[src/rtl/wdt_pkg.sv]
package wdt_pkg;
   // Bit positions inside the control register (read view)
   localparam int unsigned CTRL_MODE_BIT = 0;
   localparam int unsigned CTRL_ONE_BIT  = 1;
   localparam int unsigned CTRL_HEN_BIT  = 2;
   localparam int unsigned CTRL_BUSY_BIT = 3;

   typedef struct packed {
      logic busy;
      logic hold_en;
      logic fixed_one;
      logic strict;
   } wdt_ctrl_view_t;
endpackage

[src/rtl/wdt_ctrl.sv]
module wdt_ctrl (
   input  logic clk,
   input  logic rst_n,
   input  logic clear_i,
   input  logic wr_i,
   input  logic strict_wr_i,
   input  logic hold_en_wr_i,
   input  logic hold_i,
   input  logic resume_i,
   input  logic dbg_i,
   output logic strict_o,
   output logic hold_en_o,
   output logic halt_o
);
   logic strict_q, hold_en_q, held_q;
   logic gate;

   assign gate      = hold_en_q && !strict_q;
   assign strict_o  = strict_q;
   assign hold_en_o = hold_en_q;
   assign halt_o    = dbg_i || (held_q && gate);

   always_ff @(posedge clk or negedge rst_n) begin
      if (!rst_n) begin
         strict_q  <= 1'b0;
         hold_en_q <= 1'b1;
         held_q    <= 1'b0;
      end else if (clear_i) begin
         strict_q  <= 1'b0;
         hold_en_q <= 1'b1;
         held_q    <= 1'b0;
      end else begin
         if (wr_i) begin
            strict_q  <= strict_q | strict_wr_i;
            hold_en_q <= hold_en_wr_i;
         end
         if (gate) begin
            if (resume_i)    held_q <= 1'b0;
            else if (hold_i) held_q <= 1'b1;
         end
      end
   end

   a_r8_strict_sticky: assert property (@(posedge clk) disable iff (!rst_n)
      (strict_q && !clear_i) |=> strict_q);
   a_r9_gate_off_holds: assert property (@(posedge clk) disable iff (!rst_n)
      (!gate && !clear_i) |=> $stable(held_q));
endmodule

[src/rtl/wdt_reload.sv]
module wdt_reload #(
   parameter int unsigned CNT_W          = 13,
   parameter int unsigned HANDOVER_TICKS = 2
) (
   input  logic             clk,
   input  logic             rst_n,
   input  logic             clear_i,
   input  logic             tick_i,
   input  logic             req_i,
   input  logic [CNT_W-1:0] val_i,
   output logic             busy_o,
   output logic             load_o,
   output logic [CNT_W-1:0] load_val_o
);
   localparam int unsigned STG_W = (HANDOVER_TICKS > 1) ? $clog2(HANDOVER_TICKS) : 1;
   localparam logic [STG_W-1:0] STG_LAST = STG_W'(HANDOVER_TICKS - 1);

   logic             busy_q;
   logic [CNT_W-1:0] pend_q;
   logic [STG_W-1:0] stage;
   logic             accept;

   assign accept     = req_i && !busy_q;
   assign busy_o     = busy_q;
   assign load_val_o = pend_q;
   assign load_o     = busy_q && tick_i && (stage == STG_LAST);

   generate
      if (HANDOVER_TICKS > 1) begin : g_staged
         logic [STG_W-1:0] stage_q;
         always_ff @(posedge clk or negedge rst_n) begin
            if (!rst_n)                         stage_q <= '0;
            else if (clear_i || load_o || accept) stage_q <= '0;
            else if (busy_q && tick_i)          stage_q <= stage_q + 1'b1;
         end
         assign stage = stage_q;
      end else begin : g_direct
         assign stage = '0;
      end
   endgenerate

   always_ff @(posedge clk or negedge rst_n) begin
      if (!rst_n) begin
         busy_q <= 1'b0;
         pend_q <= '0;
      end else if (clear_i) begin
         busy_q <= 1'b0;
      end else if (load_o) begin
         busy_q <= 1'b0;
      end else if (accept) begin
         busy_q <= 1'b1;
         pend_q <= val_i;
      end
   end

   a_r4_busy_refuses: assert property (@(posedge clk) disable iff (!rst_n)
      (busy_q && !load_o && !clear_i) |=> (busy_q && $stable(pend_q)));
endmodule

[src/rtl/wdt_count.sv]
module wdt_count #(
   parameter int unsigned CNT_W     = 13,
   parameter int unsigned NEG_LIMIT = 16
) (
   input  logic             clk,
   input  logic             rst_n,
   input  logic             tick_i,
   input  logic             halt_i,
   input  logic             strict_i,
   input  logic             load_i,
   input  logic [CNT_W-1:0] load_val_i,
   output logic [CNT_W:0]   cnt_o,
   output logic             expire_o,
   output logic             nmi_o,
   output logic             wdrst_o
);
   localparam int unsigned VAL_W = CNT_W + 1;
   localparam logic [VAL_W-1:0] RELOAD   = {1'b0, {CNT_W{1'b1}}};
   localparam logic [VAL_W-1:0] NEG_MARK = VAL_W'((2 ** VAL_W) - NEG_LIMIT);

   logic [VAL_W-1:0] cnt_q, dec;
   logic             nmi_q, rst_q;

   assign dec      = cnt_q - 1'b1;
   assign expire_o = strict_i ? ((cnt_q == '0) || cnt_q[VAL_W-1]) : (cnt_q == NEG_MARK);
   assign cnt_o    = cnt_q;
   assign nmi_o    = nmi_q;
   assign wdrst_o  = rst_q;

   always_ff @(posedge clk or negedge rst_n) begin
      if (!rst_n) begin
         cnt_q <= RELOAD;
         nmi_q <= 1'b0;
         rst_q <= 1'b0;
      end else begin
         nmi_q <= 1'b0;
         rst_q <= 1'b0;
         if (expire_o) begin
            cnt_q <= RELOAD;
            rst_q <= 1'b1;
         end else if (load_i) begin
            cnt_q <= {1'b0, load_val_i};
         end else if (tick_i && !halt_i) begin
            cnt_q <= dec;
            nmi_q <= (dec == '0) && !strict_i;
         end
      end
   end

   a_r5_nmi_at_zero: assert property (@(posedge clk) disable iff (!rst_n)
      nmi_q |-> (cnt_q == '0));
   a_r5_nmi_lenient_only: assert property (@(posedge clk) disable iff (!rst_n)
      nmi_q |-> $past(!strict_i));
   a_r5_nmi_one_cycle: assert property (@(posedge clk) disable iff (!rst_n)
      nmi_q |=> !nmi_q);
   a_r6_rst_reloads: assert property (@(posedge clk) disable iff (!rst_n)
      rst_q |-> (cnt_q == RELOAD));
   a_r7_rst_no_nmi: assert property (@(posedge clk) disable iff (!rst_n)
      rst_q |-> !nmi_q);
   a_r10_halt_holds: assert property (@(posedge clk) disable iff (!rst_n)
      (halt_i && !expire_o && !load_i) |=> $stable(cnt_q));
endmodule

[src/rtl/wdog_two_stage.sv]
module wdog_two_stage #(
   parameter int unsigned CNT_W          = 13,
   parameter int unsigned NEG_LIMIT      = 16,
   parameter int unsigned HANDOVER_TICKS = 2,
   parameter int unsigned ADDR_W         = 4,
   parameter int unsigned DATA_W         = 32
) (
   input  logic              clk,
   input  logic              rst_n,
   input  logic              tick_en,
   input  logic              reg_we,
   input  logic [ADDR_W-1:0] reg_addr,
   input  logic [DATA_W-1:0] reg_wdata,
   output logic [DATA_W-1:0] reg_rdata,
   input  logic              hold_req,
   input  logic              resume_req,
   input  logic              dbg_halted,
   output logic              nmi_req,
   output logic              sys_rst_req
);
   import wdt_pkg::*;

   localparam int unsigned VAL_W = CNT_W + 1;
   localparam logic [ADDR_W-1:0] OFS_TIMER = ADDR_W'(0);
   localparam logic [ADDR_W-1:0] OFS_CTRL  = ADDR_W'(4);

   generate
      if (VAL_W > DATA_W) begin : g_bad_width
         $error("count does not fit the data bus");
      end
      if (NEG_LIMIT < 1 || NEG_LIMIT >= (2 ** CNT_W)) begin : g_bad_limit
         $error("negative limit out of range");
      end
      if (HANDOVER_TICKS < 1) begin : g_bad_handover
         $error("handover needs at least one tick");
      end
      if (ADDR_W < 3) begin : g_bad_addr
         $error("address too narrow for both offsets");
      end
   endgenerate

   logic             wr_timer, wr_ctrl, guard_ok;
   logic             strict, hold_en, halt, busy, load, expire;
   logic [CNT_W-1:0] load_val;
   logic [VAL_W-1:0] cnt;
   wdt_ctrl_view_t   view;

   assign guard_ok = ~|reg_wdata[DATA_W-1:VAL_W];
   assign wr_timer = reg_we && (reg_addr == OFS_TIMER) && guard_ok;
   assign wr_ctrl  = reg_we && (reg_addr == OFS_CTRL);

   wdt_ctrl u_ctrl (
      .clk          (clk),
      .rst_n        (rst_n),
      .clear_i      (expire),
      .wr_i         (wr_ctrl),
      .strict_wr_i  (reg_wdata[CTRL_MODE_BIT]),
      .hold_en_wr_i (reg_wdata[CTRL_HEN_BIT]),
      .hold_i       (hold_req),
      .resume_i     (resume_req),
      .dbg_i        (dbg_halted),
      .strict_o     (strict),
      .hold_en_o    (hold_en),
      .halt_o       (halt)
   );

   wdt_reload #(.CNT_W(CNT_W), .HANDOVER_TICKS(HANDOVER_TICKS)) u_reload (
      .clk        (clk),
      .rst_n      (rst_n),
      .clear_i    (expire),
      .tick_i     (tick_en),
      .req_i      (wr_timer),
      .val_i      (reg_wdata[CNT_W-1:0]),
      .busy_o     (busy),
      .load_o     (load),
      .load_val_o (load_val)
   );

   wdt_count #(.CNT_W(CNT_W), .NEG_LIMIT(NEG_LIMIT)) u_count (
      .clk        (clk),
      .rst_n      (rst_n),
      .tick_i     (tick_en),
      .halt_i     (halt),
      .strict_i   (strict),
      .load_i     (load),
      .load_val_i (load_val),
      .cnt_o      (cnt),
      .expire_o   (expire),
      .nmi_o      (nmi_req),
      .wdrst_o    (sys_rst_req)
   );

   assign view = '{busy: busy, hold_en: hold_en, fixed_one: 1'b1, strict: strict};

   always_comb begin
      reg_rdata = '0;
      if (reg_addr == OFS_TIMER)     reg_rdata[VAL_W-1:0] = cnt;
      else if (reg_addr == OFS_CTRL) reg_rdata[CTRL_BUSY_BIT:CTRL_MODE_BIT] = view;
   end

   a_r11_timer_upper_zero: assert property (@(posedge clk) disable iff (!rst_n)
      (reg_addr == OFS_TIMER) |-> (reg_rdata[DATA_W-1:VAL_W] == '0));
endmodule

[config.mk]
export PLATFORM = sky130hd
export DESIGN_NAME = wdog_two_stage
export DESIGN_NICKNAME = d
export VERILOG_FILES = /design/src/rtl/wdt_pkg.sv /design/src/rtl/wdt_ctrl.sv /design/src/rtl/wdt_reload.sv /design/src/rtl/wdt_count.sv /design/src/rtl/wdog_two_stage.sv
export SDC_FILE = /design/constraint.sdc
export NUM_CORES = 1
export LEC_CHECK = 0
export ABC_CLOCK_PERIOD_IN_PS = 3900
export BUFFER_PORTS_ARGS = -buffer_cell sky130_fd_sc_hd__buf_2
export CAP_MARGIN = 20
export CORE_AREA = 2 2 71 73
export CTS_CLUSTER_DIAMETER = 60
export CTS_CLUSTER_SIZE = 40
export DETAILED_ROUTE_END_ITERATION = 16
export DIE_AREA = 0 0 73 75
export PLACE_DENSITY = 0.77
export SKIP_LAST_GASP = 1
export SLEW_MARGIN = 5
export SYNTH_ARGS = -nofsm -noshare
export SYNTH_HDL_FRONTEND = slang
export SYNTH_HIERARCHICAL = 1
export SYNTH_SLANG_ARGS = --single-unit
[constraint.sdc]
create_clock -name clk -period 3.9 [get_ports clk]
set_clock_uncertainty 0.1 [all_clocks]
set_input_delay 0.975 -clock clk [delete_from_list [all_inputs] [get_ports clk]]
set_output_delay 0.975 -clock clk [all_outputs]
set_load 0.05 [all_outputs]
==> flow_metrics.env <==
export IMPL_reg2reg_setup_slack_ns=0.77
export IMPL_first_pass_iters=4
export IMPL_vias=1852
export IMPL_rows=25
export IMPL_power_leakage_nw=1.20
export IMPL_post_route_cells_drive_above_1_share=0.382
export IMPL_period_minus_slack_ns=3.20
export IMPL_cp_slowest_stage_delay_ns=0.45
export IMPL_worst_pin_slew_ns=0.899
export IMPL_vias_per_cell=5.46
export IMPL_htreeDepth=2
export IMPL_n_antenna_cell=0
export IMPL_cts_buffer_depth=2
export IMPL_async_reset_ff_frac=1.00
export IMPL_antenna_left=0
export IMPL_die_area_um2=5480
export IMPL_rsz0062_at_grt="false"
export IMPL_cts_tree="yes"
export IMPL_crit_type="in -> out"
export IMPL_route_detailed_drc=0
export IMPL_required_ns=2.82
export IMPL_yosysSeqAreaShare=0.377
export IMPL_critical_path_max_fanout=10
export IMPL_clock_root_buffer="clkbuf_8"
export IMPL_ios=77
export IMPL_grt_usage=0.182
export IMPL_n_fill_cell=415
export IMPL_hold_viol_final=0
export IMPL_max_freq_mhz=313
export IMPL_cap_violations=0
export IMPL_final_nets=330
export IMPL_cts_buffers=5
export IMPL_largest_register_ffs=14
export IMPL_outcome="finished, final reports clean"
export IMPL_grt_pass1_wl_mm=7.61
export IMPL_cp_end_kind="primary output"
export IMPL_yosysUniqueCellTypes=55
export IMPL_pre_cts_slack_ns=0.694
export IMPL_arrival_ns=2.12
export IMPL_peakVddDrop_v=0.000167
export IMPL_netlist_area_um2=2300
export IMPL_ys_warn_count=6
export IMPL_cpMaxStageDelayCell="or3_4"
export IMPL_coreArea_um2=4660
export IMPL_dp_cells=331
export IMPL_drtIter0Drc=123
export IMPL_grt_pass1_vias=1714
export IMPL_relSlewSlack=0.392
export IMPL_clkTransAtPathRegs_ns=0.07
export IMPL_slew_violations=0
export IMPL_post_cts_setup_buffers=0
export IMPL_dp_hpwl_mm=3.42
export IMPL_setup_ws_ns=0.703
export IMPL_grt_ovfl_total=0
export IMPL_cts_resized=0
export IMPL_die_h_um=75
export IMPL_synthFlopType="dfrtp_1"
export IMPL_worstSkewPairLatency_ns=0.29
export IMPL_syn_instance_count=234
export IMPL_grt_max_degree=35
export IMPL_ys_ff_latch=34
export IMPL_synth_edff_count=0
export IMPL_start_kind="input pin"
export IMPL_path_cells="buf_2, or3_4, nor2_8, and2_1, buf_2"
export IMPL_syn_avg_cell_area_um2=9.84
export IMPL_port_buffers=57
export IMPL_fin_cells=339
export IMPL_setup_viol=0
export IMPL_period_share=0.820
export IMPL_routabilityCongestion=0.895
export IMPL_path_common_cell="buf_2"
export IMPL_syn_to_final_growth_pct=14.1
export IMPL_initial_utilization=0.494
export IMPL_worstHoldPathType="reg -> reg"
export IMPL_power_density_nw_per_um2=398
export IMPL_cts_hold_buf=0
export IMPL_die_w_um=73
export IMPL_drt_wl_total_mm=4.78
export IMPL_tns_ns=0
export IMPL_antenna_found_initial=0
export IMPL_cts_sinks=34
export IMPL_routedWlPerCell_um=14.1
## where the power goes
group          switching (mW)  total, mW  internal [mW]  leakage, nW
clock                   0.133      0.323          0.190       0.0504
combinational           0.150      0.251          0.101        0.730
sequential             0.0658      0.472          0.406        0.422
total                   0.349       1.05          0.697         1.20
## kinds of logic after synthesis
| kind of cell | count (synthesis) | share of synthesized area |
|---|---|---|
| other cells | 1 | 0.00163 |
| simple gates | 99 | 0.277 |
| flops | 34 | 0.377 |
| fa+ha+maj | 3 | 0.0163 |
| buf+inv | 37 | 0.102 |
| mux | 19 | 0.0902 |
| xor+xnor | 9 | 0.0342 |
| compound gates | 32 | 0.102 |
## path summary, 6_finish.rpt
check	startpoint	to	depth (start not counted)
setup / recovery	reg_addr[1]	reg_rdata[7]	5
hold / removal	u_reload/g_staged.stage_q	u_reload/g_staged.stage_q	1
setup reg to reg	u_count/cnt_o[0]	u_reload/load_val_o[2]	8
hold reg to reg	u_reload/g_staged.stage_q	u_reload/g_staged.stage_q	1
max in group asynchronous	rst_n	u_reload/load_val_o[8]	1
min in group asynchronous	rst_n	u_count/nmi_o	1
## routing by layer
| layer | part of all wire | GRT usage | up-vias |
|---|---|---|---|
| li1 | - | - | 902 |
| met1 | 0.47 | 0.235 | 880 |
| met2 | 0.46 | 0.295 | 65 |
| met3 | 0.056 | 0.0415 | 5 |
| met4 | 0.014 | 0.0741 | 0 |
| met5 | 0 | 0 | - |
## synthesized netlist by cell type (3+ instances only)
| master | instances | area [µm²] |
|---|---|---|
| dfrtp_1 | 20 | 500 |
| buf_4 | 19 | 143 |
| nand2_1 | 18 | 67.6 |
| dfstp_2 | 14 | 368 |
| mux2_2 | 14 | 158 |
| nor2_1 | 14 | 52.6 |
| and2_1 | 10 | 62.6 |
| clkbuf_1 | 9 | 33.8 |
| a21oi_1 | 6 | 30.0 |
| nand4_1 | 6 | 37.5 |
| nor4_1 | 6 | 37.5 |
| nor4b_1 | 6 | 52.6 |
| mux2i_1 | 5 | 50.1 |
| nand3b_1 | 5 | 37.5 |
| nor3_1 | 5 | 25.0 |
| o211ai_1 | 5 | 37.5 |
| xnor2_1 | 5 | 43.8 |
| inv_1 | 4 | 15.0 |
| nand3_1 | 4 | 20.0 |
| nor2b_1 | 4 | 25.0 |
| o21ai_0 | 4 | 20.0 |
| xor2_1 | 4 | 35.0 |
| a21o_1 | 3 | 22.5 |
| a31oi_1 | 3 | 18.8 |
| buf_6 | 3 | 33.8 |
| ha_1 | 3 | 37.5 |
| o2111ai_1 | 3 | 26.3 |
## per-stage QoR
| stage | total power, mW | instance area [µm²] | util | hold WS, ns |
|---|---|---|---|---|
| after floorplan | 0.682 | 2370 | - | 0.340 |
| after global placement | 0.719 | 2510 | 0.539 | 0.353 |
| after detailed placement | 0.726 | 2510 | 0.539 | 0.363 |
| after CTS | 1.05 | 2630 | 0.564 | 0.375 |
| after global routing | 1.11 | 2630 | 0.564 | 0.403 |
| final | 1.05 | 2630 | 0.564 | 0.389 |
## critical path, delay by kind of cell
family	cells	cell delay (ns)
buffers and inverters	2	0.36
AND/OR/NAND/NOR	3	0.78
## final cells by class
type                       instances  area, µm²  area share
clock buffer                       5       68.8      0.0262
clock inverter                     3       45.0      0.0171
inverter                           4       15.0     0.00571
multi-input combinational        180       1260       0.480
sequential                        34        868       0.330
tap                               54       67.6      0.0257
timing repair buffer              59        300       0.114
## placed cells by master (no fill, tap or decap), types with 5 or more instances in the layout
| master | n |
|---|---|
| dfstp_2 | 14 |
| nor4b_1 | 6 |
| nand2_1 | 18 |
| mux2i_1 | 5 |
| dfrtp_1 | 20 |
| clkbuf_8 | 5 |
| and2_1 | 10 |
| conb_1 | 18 |
| nor3_1 | 5 |
| o211ai_1 | 5 |
| nand4_1 | 6 |
| buf_2 | 57 |
| nor2_1 | 14 |
| mux2_2 | 14 |
| nor4_1 | 6 |
| xnor2_1 | 5 |
| a21oi_1 | 6 |
| nand3b_1 | 5 |
No activity file was read; power rests on OpenSTA's default activity.
